[src/rtl/sram_port_pkg.sv]
package sram_port_pkg;

  typedef enum logic [2:0] {
    SEQ_IDLE   = 3'd0,
    SEQ_TURN   = 3'd1,
    SEQ_READ   = 3'd2,
    SEQ_WPULSE = 3'd3,
    SEQ_WHOLD  = 3'd4
  } seq_st_e;

  // Bits needed to hold the value v (at least one)
  function automatic int bits_for(input int v);
    return (v < 2) ? 1 : $clog2(v + 1);
  endfunction

endpackage

[src/rtl/sram_port_rstsync.sv]
module sram_port_rstsync (
  input  logic clk,
  input  logic rst_n_async,
  output logic rst_n_sync
);

  logic stage_q;
  logic out_q;

  always_ff @(posedge clk or negedge rst_n_async) begin
    if (!rst_n_async) begin
      stage_q <= 1'b0;
      out_q   <= 1'b0;
    end else begin
      stage_q <= 1'b1;
      out_q   <= stage_q;
    end
  end

  assign rst_n_sync = out_q;

endmodule

[src/rtl/sram_port_dpath.sv]
module sram_port_dpath #(
  parameter int ADDR_W = 15,
  parameter int DATA_W = 8
) (
  input  logic              clk,
  input  logic              rst_n,
  input  logic              accept,
  input  logic              capture,
  input  logic [ADDR_W-1:0] addr_in,
  input  logic [DATA_W-1:0] wdata_in,
  input  logic [DATA_W-1:0] rdata_bus,
  output logic [ADDR_W-1:0] addr_q,
  output logic [DATA_W-1:0] wdata_q,
  output logic [DATA_W-1:0] rdata_q
);

  // Request latch: loaded only on the accepting edge
  always_ff @(posedge clk or negedge rst_n) begin
    if (!rst_n) begin
      addr_q  <= '0;
      wdata_q <= '0;
    end else if (accept) begin
      addr_q  <= addr_in;
      wdata_q <= wdata_in;
    end
  end

  // Read capture: loaded on the final cycle of a read
  always_ff @(posedge clk or negedge rst_n) begin
    if (!rst_n) begin
      rdata_q <= '0;
    end else if (capture) begin
      rdata_q <= rdata_bus;
    end
  end

endmodule

[src/rtl/sram_port_seq.sv]
module sram_port_seq
  import sram_port_pkg::*;
#(
  parameter int RD_WAIT  = 3,
  parameter int WR_PULSE = 2,
  parameter int TURN_CYC = 1
) (
  input  logic clk,
  input  logic rst_n,
  input  logic req,
  input  logic wr,
  output logic idle,
  output logic accept,
  output logic capture,
  output logic done,
  output logic cs_n,
  output logic oe_n,
  output logic we_n,
  output logic drive
);

  localparam int MAXW  = (RD_WAIT > WR_PULSE)
                         ? ((RD_WAIT > TURN_CYC) ? RD_WAIT : TURN_CYC)
                         : ((WR_PULSE > TURN_CYC) ? WR_PULSE : TURN_CYC);
  localparam int CNT_W = bits_for(MAXW - 1);
  localparam logic [CNT_W-1:0] RD_LOAD   = CNT_W'(RD_WAIT - 1);
  localparam logic [CNT_W-1:0] WR_LOAD   = CNT_W'(WR_PULSE - 1);
  localparam logic [CNT_W-1:0] TURN_LOAD = CNT_W'((TURN_CYC > 0) ? TURN_CYC - 1 : 0);

  seq_st_e          state_q, state_d;
  logic [CNT_W-1:0] cnt_q, cnt_d;
  logic             cnt_zero;
  logic             done_q, done_d;
  logic             cs_n_q, oe_n_q, we_n_q, drive_q;
  logic             cs_n_d, oe_n_d, we_n_d, drive_d;
  logic             rd_last_q;
  logic             set_rd_last, clr_rd_last;

  assign cnt_zero = (cnt_q == '0);

  // Next-state logic
  always_comb begin
    state_d     = state_q;
    cnt_d       = cnt_q;
    done_d      = 1'b0;
    set_rd_last = 1'b0;
    clr_rd_last = 1'b0;
    unique case (state_q)
      SEQ_IDLE: begin
        if (req) begin
          if (wr) begin
            clr_rd_last = 1'b1;
            if (rd_last_q) begin
              state_d = SEQ_TURN;
              cnt_d   = TURN_LOAD;
            end else begin
              state_d = SEQ_WPULSE;
              cnt_d   = WR_LOAD;
            end
          end else begin
            state_d = SEQ_READ;
            cnt_d   = RD_LOAD;
          end
        end
      end
      SEQ_TURN: begin
        if (cnt_zero) begin
          state_d = SEQ_WPULSE;
          cnt_d   = WR_LOAD;
        end else begin
          cnt_d = cnt_q - CNT_W'(1);
        end
      end
      SEQ_READ: begin
        if (cnt_zero) begin
          state_d     = SEQ_IDLE;
          done_d      = 1'b1;
          set_rd_last = 1'b1;
        end else begin
          cnt_d = cnt_q - CNT_W'(1);
        end
      end
      SEQ_WPULSE: begin
        if (cnt_zero) begin
          state_d = SEQ_WHOLD;
        end else begin
          cnt_d = cnt_q - CNT_W'(1);
        end
      end
      SEQ_WHOLD: begin
        state_d = SEQ_IDLE;
        done_d  = 1'b1;
      end
      default: state_d = SEQ_IDLE;
    endcase
  end

  // Strobes decoded from the next state, then registered (glitch-free pins)
  always_comb begin
    cs_n_d  = !((state_d == SEQ_READ) || (state_d == SEQ_WPULSE) || (state_d == SEQ_WHOLD));
    oe_n_d  = (state_d != SEQ_READ);
    we_n_d  = (state_d != SEQ_WPULSE);
    drive_d = (state_d == SEQ_WPULSE);
  end

  always_ff @(posedge clk or negedge rst_n) begin
    if (!rst_n) begin
      state_q <= SEQ_IDLE;
      cnt_q   <= '0;
      done_q  <= 1'b0;
      cs_n_q  <= 1'b1;
      oe_n_q  <= 1'b1;
      we_n_q  <= 1'b1;
      drive_q <= 1'b0;
    end else begin
      state_q <= state_d;
      cnt_q   <= cnt_d;
      done_q  <= done_d;
      cs_n_q  <= cs_n_d;
      oe_n_q  <= oe_n_d;
      we_n_q  <= we_n_d;
      drive_q <= drive_d;
    end
  end

  // Read-to-write turnaround flag exists only when turnaround cycles are asked for
  generate
    if (TURN_CYC > 0) begin : g_turn
      always_ff @(posedge clk or negedge rst_n) begin
        if (!rst_n) begin
          rd_last_q <= 1'b0;
        end else if (set_rd_last) begin
          rd_last_q <= 1'b1;
        end else if (clr_rd_last) begin
          rd_last_q <= 1'b0;
        end
      end
    end else begin : g_no_turn
      logic unused_flags;
      assign unused_flags = set_rd_last ^ clr_rd_last;
      assign rd_last_q    = 1'b0;
    end
  endgenerate

  assign idle    = (state_q == SEQ_IDLE);
  assign accept  = idle && req;
  assign capture = (state_q == SEQ_READ) && cnt_zero;
  assign done    = done_q;
  assign cs_n    = cs_n_q;
  assign oe_n    = oe_n_q;
  assign we_n    = we_n_q;
  assign drive   = drive_q;

  AST_NO_OE_WE_OVERLAP: assert property (@(posedge clk) disable iff (!rst_n)
    !(!oe_n_q && !we_n_q)) else $error("OE and WE low together");

  AST_STROBE_NEEDS_CS: assert property (@(posedge clk) disable iff (!rst_n)
    (!oe_n_q || !we_n_q) |-> !cs_n_q) else $error("strobe without CS");

  AST_DRIVE_IN_WRITE: assert property (@(posedge clk) disable iff (!rst_n)
    drive_q |-> (!we_n_q && oe_n_q)) else $error("driving outside write pulse");

  AST_DONE_ONE_CYCLE: assert property (@(posedge clk) disable iff (!rst_n)
    done_q |=> !done_q) else $error("done longer than one cycle");

  AST_ACCEPT_ONLY_IDLE: assert property (@(posedge clk) disable iff (!rst_n)
    (req && !idle) |=> $stable(cs_n_q) || cs_n_q) else $error("busy request started access");

endmodule

[src/rtl/sram_port_ctrl.sv]
module sram_port_ctrl
  import sram_port_pkg::*;
#(
  parameter int ADDR_W   = 15,
  parameter int DATA_W   = 8,
  parameter int RD_WAIT  = 3,
  parameter int WR_PULSE = 2,
  parameter int TURN_CYC = 1
) (
  input  logic              clk,
  input  logic              rst_n,
  input  logic              host_req,
  input  logic              host_wr,
  input  logic [ADDR_W-1:0] host_addr,
  input  logic [DATA_W-1:0] host_wdata,
  output logic              host_idle,
  output logic              host_done,
  output logic [DATA_W-1:0] host_rdata,
  output logic              mem_cs_n,
  output logic              mem_oe_n,
  output logic              mem_we_n,
  output logic [ADDR_W-1:0] mem_addr,
  output logic [DATA_W-1:0] mem_dq_out,
  output logic              mem_dq_oe,
  input  logic [DATA_W-1:0] mem_dq_in
);

  localparam int GAP_SAT = TURN_CYC + 1;
  localparam int GAP_W   = bits_for(GAP_SAT);

  logic rst_n_i;
  logic accept;
  logic capture;

  sram_port_rstsync u_rstsync (
    .clk         (clk),
    .rst_n_async (rst_n),
    .rst_n_sync  (rst_n_i)
  );

  sram_port_seq #(
    .RD_WAIT  (RD_WAIT),
    .WR_PULSE (WR_PULSE),
    .TURN_CYC (TURN_CYC)
  ) u_seq (
    .clk     (clk),
    .rst_n   (rst_n_i),
    .req     (host_req),
    .wr      (host_wr),
    .idle    (host_idle),
    .accept  (accept),
    .capture (capture),
    .done    (host_done),
    .cs_n    (mem_cs_n),
    .oe_n    (mem_oe_n),
    .we_n    (mem_we_n),
    .drive   (mem_dq_oe)
  );

  sram_port_dpath #(
    .ADDR_W (ADDR_W),
    .DATA_W (DATA_W)
  ) u_dpath (
    .clk       (clk),
    .rst_n     (rst_n_i),
    .accept    (accept),
    .capture   (capture),
    .addr_in   (host_addr),
    .wdata_in  (host_wdata),
    .rdata_bus (mem_dq_in),
    .addr_q    (mem_addr),
    .wdata_q   (mem_dq_out),
    .rdata_q   (host_rdata)
  );

  // Cycles with the memory released (OE high, no drive), saturating
  logic [GAP_W-1:0] gap_q;

  always_ff @(posedge clk or negedge rst_n_i) begin
    if (!rst_n_i) begin
      gap_q <= GAP_W'(GAP_SAT);
    end else if (!mem_oe_n || mem_dq_oe) begin
      gap_q <= '0;
    end else if (gap_q != GAP_W'(GAP_SAT)) begin
      gap_q <= gap_q + GAP_W'(1);
    end
  end

  AST_TURN_GAP: assert property (@(posedge clk) disable iff (!rst_n_i)
    $rose(mem_dq_oe) |-> (gap_q == GAP_W'(GAP_SAT))) else $error("turnaround too short");

  AST_WE_HOLD: assert property (@(posedge clk) disable iff (!rst_n_i)
    $rose(mem_we_n) |-> (!mem_cs_n && !mem_dq_oe && $stable(mem_addr))) else $error("no hold after WE");

  AST_CS_RELEASE: assert property (@(posedge clk) disable iff (!rst_n_i)
    $rose(mem_we_n) |=> mem_cs_n) else $error("CS not released after hold");

  AST_BUS_HELD: assert property (@(posedge clk) disable iff (!rst_n_i)
    (!mem_cs_n && $past(!mem_cs_n)) |-> ($stable(mem_addr) && $stable(mem_dq_out)))
    else $error("pins moved during access");

endmodule

[config.mk]
export PLATFORM = sky130hd
export DESIGN_NAME = sram_port_ctrl
export DESIGN_NICKNAME = d
export VERILOG_FILES = /design/src/rtl/sram_port_pkg.sv /design/src/rtl/sram_port_rstsync.sv /design/src/rtl/sram_port_dpath.sv /design/src/rtl/sram_port_seq.sv /design/src/rtl/sram_port_ctrl.sv
export SDC_FILE = /design/constraint.sdc
export NUM_CORES = 1
export LEC_CHECK = 0
export BUFFER_PORTS_ARGS = -buffer_cell sky130_fd_sc_hd__buf_2
export CORE_MARGIN = 2
export CORE_UTILIZATION = 39
export CTS_CLUSTER_DIAMETER = 80
export DETAILED_ROUTE_END_ITERATION = 10
export PLACE_DENSITY = 0.76
export REMOVE_ABC_BUFFERS = 1
export SYNTH_ARGS = -nofsm -noshare
export SYNTH_HDL_FRONTEND = slang
export SYNTH_SLANG_ARGS = --single-unit
[constraint.sdc]
create_clock -name clk -period 3.8 [get_ports clk]
set_input_delay 0.38 -clock clk [delete_from_list [all_inputs] [get_ports clk]]
set_output_delay 0.38 -clock clk [all_outputs]
set_load 0.01 [all_outputs]
## After elaboration in Yosys (flattened, before gate mapping)

Index checks and enable logic that the tools add are counted.

- Add/sub/neg operators: 1
- Multipliers: 0
- Div/mod/pow operators: 0
- $lt $le $gt $ge: 0
- Eq/ne operators: 11
- Shift operators: 0
- Multiplexer cells: 21
- Bitwise gates (word level): 0
- Reduce and logical (&&, ||, !) cells: 11

Operator list:

| operator | number |
|---|---|
| $eq 3x2->1 const B | 4 |
| $mux 2 | 6 |
| $mux 3 | 4 |
| $pmux 3 s4 | 1 |
| $mux 1 | 8 |
| $eq 3x3->1 const B | 2 |
| $ne 3x2->1 const B | 2 |
| $pmux 2 s3 | 1 |
| $ne 2x2->1 const B | 2 |
| $eq 3x1->1 const B | 1 |
| $logic_not 3->1 | 1 |
| $reduce_and 3->1 | 1 |
| $reduce_bool 3->1 | 1 |
| $logic_and 1x1->1 | 2 |
| $logic_not 2->1 | 1 |
| $logic_or 1x1->1 | 2 |
| $pmux 1 s2 | 1 |
| $reduce_bool 2->1 | 1 |
| $reduce_or 2->1 | 1 |
| $sub 2x1->2 const B | 1 |
| $logic_not 1->1 | 1 |

- Bits in registers: 44
- Bits in latches: 0
- Bits in writable memories: 0
- ROM bits: 0
- Input bits: 35
- Word-level logic and storage cells: 57
- Memories kept: 0

## Depth between registers and ports, before layout

Gate-level depths: netlist of run 1.

- Depth in word-level cells: 8
- Depth in mapped cells: 7
- Depth with buffers taken out: 7

## Hierarchy

From an unflattened synthesis of run 1, not the netlist that was laid out.

- Cell total of the unflattened synthesis: 122
- Area, all modules: 1825.5 sq um

Modules (own cells, without submodules):

| module | instances | cells each | area each (sq um) | seq. area each (sq um) |
|---|---|---|---|---|
| sram_port_dpath | 1 | 65 | 1152.4 | 775.7 |
| sram_port_seq | 1 | 54 | 619.3 | 279.0 |
| sram_port_rstsync | 1 | 3 | 53.8 | 50.0 |

## Worst setup path after synthesis of run 1

OpenSTA, ideal clock, no wires.

- Path type: register to register
- From: reg u_seq.cnt_q[0]
- To: reg u_seq.cnt_q[0]
- Arrival time: 1.451 ns
- Slack: 2.217 ns
- Stages on the path, launching flop included: 8
- Buffers on the path: 0
- Clock period less this slack: 1.583 ns
- Path through: dfrtp_1 > inv_1 > ha_1 > nor4bb_1 > a211oi_1 > inv_1 > o221ai_1 > o21ai_0

- Word-level cells in the longest chain between the ends: 3
- Elaborated cells on any way between the ends: 7

RTL lines:

| what | line | text |
|---|---|---|
| start, declared | sram_port_seq.sv:31 | `logic [CNT_W-1:0] cnt_q, cnt_d;` |
| start signal, assigned | sram_port_seq.sv:117 | `cnt_q <= cnt_d;` |
| $sub 2x1->2 / $logic_not 2->1 (equally long branches) | n/a |  |
| $mux 2, or another cell as far along | sram_port_seq.sv:75, sram_port_seq.sv:84 |  |
| $pmux 2 s3 / $reduce_and 3->1 (equally long branches) | n/a |  |

Several ways; a longest one is shown, not always the timed one. The select of a mux whose other input is x is not followed.
A chain may end at the register's enable or synchronous reset.

## Worst setup path after layout of run 1

- From: reg u_seq.state_q[0]
- To: reg u_dpath.addr_q[2]

- Word-level cells in the longest chain between the ends: 2

RTL lines:

| what | line | text |
|---|---|---|
| start, declared | sram_port_seq.sv:30 | `seq_st_e state_q, state_d;` |
| start signal, assigned | sram_port_seq.sv:116 | `state_q <= state_d;` |
| $logic_not 3->1 | sram_port_seq.sv:145 | `assign idle = (state_q == SEQ_IDLE);` |
| $logic_and 1x1->1 | sram_port_seq.sv:146 | `assign accept = idle && req;` |
| end signal, assigned | sram_port_dpath.sv:23 | `addr_q <= addr_in;` |
| end, declared | sram_port_dpath.sv:12 | `output logic [ADDR_W-1:0] addr_q,` |

No other way between the ends.

==> impl_results.md, run 1 <==
- Die area: about 5000 sq um
- Final setup vio count: 0
- Max Cap Viol: 0
- H-tree levels: 2
- Row cnt: 24
- Mapped Avg Cell Area: 14.8 sq um
- Wire per inst: between 10 and 15 um
- Crit path to: u_dpath.addr_q[2]$_DFFE_PN0P_
- Synth Cell Area: approximately 1800 sq um
- First-pass GRT wire length: just under 6000 um
- Die W: roughly 72 um
- Peak VDD IR: approximately 0.00044 V
- Top area cells in the synthesized netlist: dfrtp_1, mux2_2, dfstp_2, ha_1, nor4b_4
- Fin crit period: 2.10 ns
- CP required: 3.98 ns
- Global Route Usage Sum: between 10% and 20%
- Setup crit start kind: register
- WHS: between 0.3 and 0.4 ns
- Worst slew margin: about two fifths
- DRT iter0 DRCs: 23
- EDFF count, synth: 0
- Vias in the first global route: ~1,300
- Post-Synthesis Cells: between 100 and 150
- Final Cycle Share: 55.4%
- Final ANT Viol Nets: 0
- Largest net degree at the start of global routing: between 40 and 50
- Max clock buf depth: 2
- IO Count: slightly above 70
- Clock skew: approximately 0.0053 ns
- Routed wire length: between 3000 and 4000 um
- Clock-pin slew on the worst setup and hold paths: 0.08 ns
- Reg2Reg Launch Point: u_seq.state_q[0]$_DFF_PN0_
- Final nets: 233
- Drt drc: 0
- Largest area contributor in the netlist: dfrtp_1
- RSZ-0062 raised after global routing: no
- Top cells by count, synth: dfrtp_1, mux2_2, inv_1, nand2_1
- Die Ht: 71.7 um
- Post-synthesis cell type count: 31
- Clk sinks: 44
- Post-CTS Setup Repair Bufs: 0
- Hold buffers post-CTS: 1
- CP Launch Point: u_seq.state_q[0]$_DFF_PN0_
- CTS buffer count: 5
- Detail Placement HPWL: between 2000 and 3000 um
- Post_cts resized: 0
- Pwr Density: 860 nW/um^2
- Max-slew violation count: 0
- Placeable Area: roughly 4400 sq um
- Clk_lat worst skew: around 0.30 ns
- Worst Hold Class: in -> reg
- Setup TNS Final: 0 ns
- Register area share after synthesis: roughly 62%
- Initial antenna violation count: 0
- Vias per inst: 4.83
- Yosys warnings: 0
- Yosys top cell area share: 57.5%
- R2R setup slack: approximately 1.7 ns
- Status: complete, no violations
- Ys flop type: dfrtp_1
- PortBufs: slightly above 70
- Gr ovfl total: 0
- Endpoint type of the worst setup path: register
- Layout cells sized above 1: 62.4%
- Pleak: 1.13 nW
- Final hold vios: 0
- Layout area overhead: 27.8%
- Most instantiated library cell after synthesis: dfrtp_1
- Worst-path fanout max: 14
- Initial Util: between 40% and 50%
- DR vias: 1,202
- Gpl congestion: 0.814
- CTS tree: done
- CP Class: reg -> reg
- Final Util: ~52%
- Async S/R FF share, synth: 100%
- F_max: roughly 480 MHz
- R2R depth: 3
- Drt first pass iters: 2
- Clk root buf: clkbuf_8
- Synth Register Bits: 44
- Diode count: 0
- FF-to-FF End: u_dpath.addr_q[2]$_DFFE_PN0P_
- Least-Margin Pin Slew: roughly 0.88 ns
- WP data arrival: approximately 2.3 ns
[layer usage]
| metal | track usage (%) | wire (um) | up-vias |
|---|---|---|---|
| li1 | - | - | 567 |
| met1 | 18.7 | 1530 | 574 |
| met2 | 22.9 | 1590 | 53 |
| met3 | 5.91 | 297 | 8 |
| met4 | 7.13 | 85 | 0 |
| met5 | 0 | 0 | - |
[worst min path at each step]
stage                 startpoint                             end  cells after the start
CTS                 mem_dq_in[6]  u_dpath.rdata_q[6]$_DFFE_PN0P_                      2
detailed placement         rst_n     u_rstsync.stage_q$_DFF_PN0_                      1
floorplan                  rst_n  u_rstsync.rst_n_sync$_DFF_PN0_                      0
finish              mem_dq_in[2]  u_dpath.rdata_q[2]$_DFFE_PN0P_                      2
global placement           rst_n     u_rstsync.stage_q$_DFF_PN0_                      1
global route        mem_dq_in[6]  u_dpath.rdata_q[6]$_DFFE_PN0P_                      2
[layout make-up]
cell class,instances,area [sq um]
clock buffers,6,82.6
clock inverters,2,10.0
fillers,390,2100
inverters,6,22.5
multi-input cells,66,622
flip-flops and latches,44,1110
well taps,52,65.1
repair buffers,73,373
[placed cells by master (no fill, tap or decap), drive strengths merged, types with 2 or more instances in the layout]
cell / instances
a21oi: 2
buf: 72
clkbuf: 6
clkinv: 2
dfrtp: 41
dfstp: 3
ha: 2
inv: 6
mux2: 32
nand2: 4
nand2b: 3
nor2: 3
nor3b: 2
o21ai: 2
[stage by stage]
step                      cell area [sq um]  power [mW]  instances  worst slack [ns]
after floorplan                        1750        1.36        116              1.68
after global placement                 2180        1.65        240              1.73
after detailed placement               2180        1.68        240              1.68
after CTS                              2280        1.99        249              1.68
after global routing                   2280        2.10        249              1.57
final                                  2280        1.96        249              1.70
[state kept, by name, indices dropped and copies added, names as in the netlist]
name,count
u_dpath.addr_q,15
u_dpath.rdata_q,8
u_dpath.wdata_q,8
u_rstsync.rst_n_sync,1
u_rstsync.stage_q,1
u_seq.cnt_q,2
u_seq.cs_n,1
u_seq.done,1
u_seq.drive,1
u_seq.oe_n,1
u_seq.rd_last_q,1
u_seq.state_q,3
u_seq.we_n,1
[power by group]
group / total (mW) / leakage, nW / internal (mW) / switching, mW
logic: 0.806 / 0.556 / 0.435 / 0.371
clock network: 0.303 / 0.0510 / 0.145 / 0.158
registers: 0.853 / 0.522 / 0.701 / 0.152
[kinds of logic (layout without fill, tap and decap cells)]
kind of cell	count (synthesis)	count (layout)	synth area share, %
flops	44	44	61.9
mux	33	33	20.7
simple gates	19	19	8.13
compound gates	11	11	4.35
buf+inv	11	87	3.29
fa+ha+maj	2	2	1.40
other cells	1	1	0.210
[worst max-delay path: stages, from the launching register on]
cell and delay [ns]:
dfrtp_1 0.53, nor4b_4 0.76, buf_4 0.34, mux2_2 0.36
Note: power is estimated with default switching activity, not from simulation.
==> run 2, diff against run 1 <==
- ABC_AREA: default -> 1
- PLACE_DENSITY: 0.76 -> 0.77
- clock period: 3.8 -> 1.75 ns (I/O delays scaled with it)
==> impl_results.md, run 2 <==
- Clk sinks: 44
- Pwr Density: roughly 1800 nW/um^2
- Synth Register Bits: 44
- R2R depth: 5
- Top cells by count, synth: nand2_1, dfrtp_1, inv_1, o21ai_0, nand3_1
- Reg2Reg Launch Point: u_seq.state_q[1]$_DFF_PN0_
- Post-synthesis cell type count: 24
- Final Cycle Share: between 90% and 100%
- CP max stage cell: dfrtp_1
- Largest area contributor in the netlist: dfrtp_1
- Placeable Area: roughly 4800 sq um
- Post-Synthesis Cells: approximately 210
- Status: complete, no violations
- Worst-path fanout max: 25
- Ys flop type: dfrtp_1
- Fin crit period: around 1.6 ns
- CP Class: reg -> out
- Least-Margin Pin Slew: 0.580 ns
- First-pass GRT wire length: between 6000 and 7000 um
- Final ANT Viol Nets: 0
- Simple-gate share of the synthesized area: between 20% and 30%
- RSZ-0062 raised after global routing: no
- F_max: just over 600 MHz
- IO Count: between 70 and 80
- Die Ht: ~74 um
- Clock skew: 0.00963 ns
- CTS buffer count: 5
- Commonest non-fill, non-tap cells in the layout: nand2_1, buf_2, dfrtp_1, inv_1, o21ai_0
- H-tree levels: 2
- Vias in the first global route: between 1,000 and 1,500
- Setup TNS Final: 0 ns
- Yosys warnings: 0
- Worst slew margin: around 61%
- DRT iter0 DRCs: 53
- Mapped Avg Cell Area: about 9.3 sq um
- Diode count: 0
- Synth Cell Area: approximately 1900 sq um
- WP data arrival: about 1.4 ns
- DR vias: 1,530
- Final Util: between 50% and 60%
- Yosys top cell area share: between 50% and 60%
- Worst Hold Class: in -> reg
- CP required: between 1.5 and 2 ns
- Register bank with the most flops: u_dpath.addr_q
- Row cnt: 25
- Top area cells in the synthesized netlist: dfrtp_1, nand2_1, o21ai_0, dfstp_2, inv_1
- Xor and xnor fraction of the mapped netlist area: 0%
- Largest regs: u_dpath.addr_q (15), u_dpath.rdata_q (8), u_dpath.wdata_q (8)
- Final hold vios: 0
- WHS: a little under 0.07 ns
- Endpoint type of the worst setup path: output port
- Final worst-path setup slack: 0.145 ns
- Global Route Usage Sum: between 10% and 20%
- EDFF count, synth: 0
- Register area share after synthesis: a little under three fifths
- Largest family of logic cells by synthesized area: simple AND/OR/NAND/NOR gates
- Buf+Inv Stages, Crit Path: 2
- Initial antenna violation count: 0
- Wire per inst: 10.9 um
- Max stage delay on crit path: about 0.45 ns
- Max clock buf depth: 2
- Gpl congestion: ~0.86
- Post-Synth Adder-Cell Area: 1.30%
- Clk root buf: clkbuf_8
- Synth Area in Compound Gates: roughly 10%
- Max Cap Viol: 0
- Detail Placement HPWL: 2840 um
- Max-slew violation count: 0
- Pre-CTS setup slack: between 0.2 and 0.3 ns
- Vias per inst: 4.37
- Async S/R FF share, synth: 100%
- Layout area overhead: 26.1%
- Most instantiated library cell after synthesis: nand2_1
- R2R setup slack: approximately 0.26 ns
- Peak VDD IR: about 0.00077 V
- Gr ovfl total: 0
- Crit path max-delay family: simple AND/OR/NAND/NOR gates
- FF-to-FF End: u_dpath.addr_q[10]$_DFFE_PN0P_
- Setup crit start kind: register
- Layout cells sized above 1: roughly two fifths
- CP Launch Point: u_seq.state_q[1]$_DFF_PN0_
- Crit. path cell count: 4
- Final nets: 319
- Initial Util: between 40% and 50%
- CP cell instances: nor2_2 > nand2_4 > inv_1 > buf_2
- Die area: 5530 sq um
- CTS tree: done
- Clk_lat worst skew: 0.30 ns
- Clock-pin slew on the worst setup and hold paths: ~0.09 ns
- Drt drc: 0
- Largest net degree at the start of global routing: 29
- Pleak: ~1.4 nW
- Commonest non-fill, non-tap cell in the layout: nand2_1
- Crit path to: host_idle
- Routed wire length: 3820 um
- Post-synthesis mux area share: 0%
- Die W: approximately 74 um
- Final setup vio count: 0
- Max reg flops: 15
- Drt first pass iters: 4
- PortBufs: a little over 70
[run 2: cell type report]
type | instances | area [sq um]
clock buffers | 6 | 82.6
repair buffers | 75 | 388
multi-input cells | 134 | 676
flip-flops and latches | 44 | 1110
well taps | 67 | 83.8
fillers | 479 | 2320
inverters | 22 | 82.6
clock inverters | 2 | 15.0
[run 2: kinds of logic after synthesis]
| group | count (synthesis) |
|---|---|
| buffers and inverters | 29 |
| other | 1 |
| DFF | 44 |
| adders and majority gates | 2 |
| AOI/OAI and AO/OA | 33 |
| and+or+nand+nor | 98 |
[run 2: worst min-delay path by stage]
stage,from,to,slack (ns),depth (start not counted)
floorplan,rst_n,u_rstsync.rst_n_sync$_DFF_PN0_,-0.12,0
global placement,rst_n,u_rstsync.stage_q$_DFF_PN0_,-0.04,1
detailed placement,rst_n,u_rstsync.stage_q$_DFF_PN0_,-0.04,1
CTS,host_addr[0],u_dpath.addr_q[0]$_DFFE_PN0P_,0.06,3
global route,host_wdata[4],u_dpath.wdata_q[4]$_DFFE_PN0P_,0.07,3
finish,host_addr[0],u_dpath.addr_q[0]$_DFFE_PN0P_,0.07,3
[run 2: through the flow]
stage	instances	power [mW]	instance area, sq um
floorplan	200	2.96	1860
global placement	341	3.61	2330
detailed placement	341	3.65	2330
CTS	350	4.32	2430
global route	350	4.65	2430
finish	350	4.28	2430
[run 2: repair_timing]
item                                   in CTS  in global routing
hold buffers                                1                  0
buffers inserted                            0                  0
endpoints found under the hold margin       2                  0
resized for setup                           0                  0
[run 2: worst min-delay path, stage by stage]
cell and delay [ns]:
buf_2 0.07, nand2_1 0.04, nand2_1 0.05
[run 2: per-layer routing]
| metal | wire [um] | share of wire, % | global-route usage [%] |
|---|---|---|---|
| met5 | 0 | 0 | 0 |
| met4 | 64 | 1.7 | 6.15 |
| met3 | 222 | 5.8 | 4.34 |
| met2 | 1800 | 47 | 21.2 |
| met1 | 1730 | 45 | 19.7 |
[run 2: where the power goes]
group	switching [mW]	internal, mW
clock	0.347	0.319
sequential	0.260	1.49
combinational	1.16	0.697
total	1.77	2.51
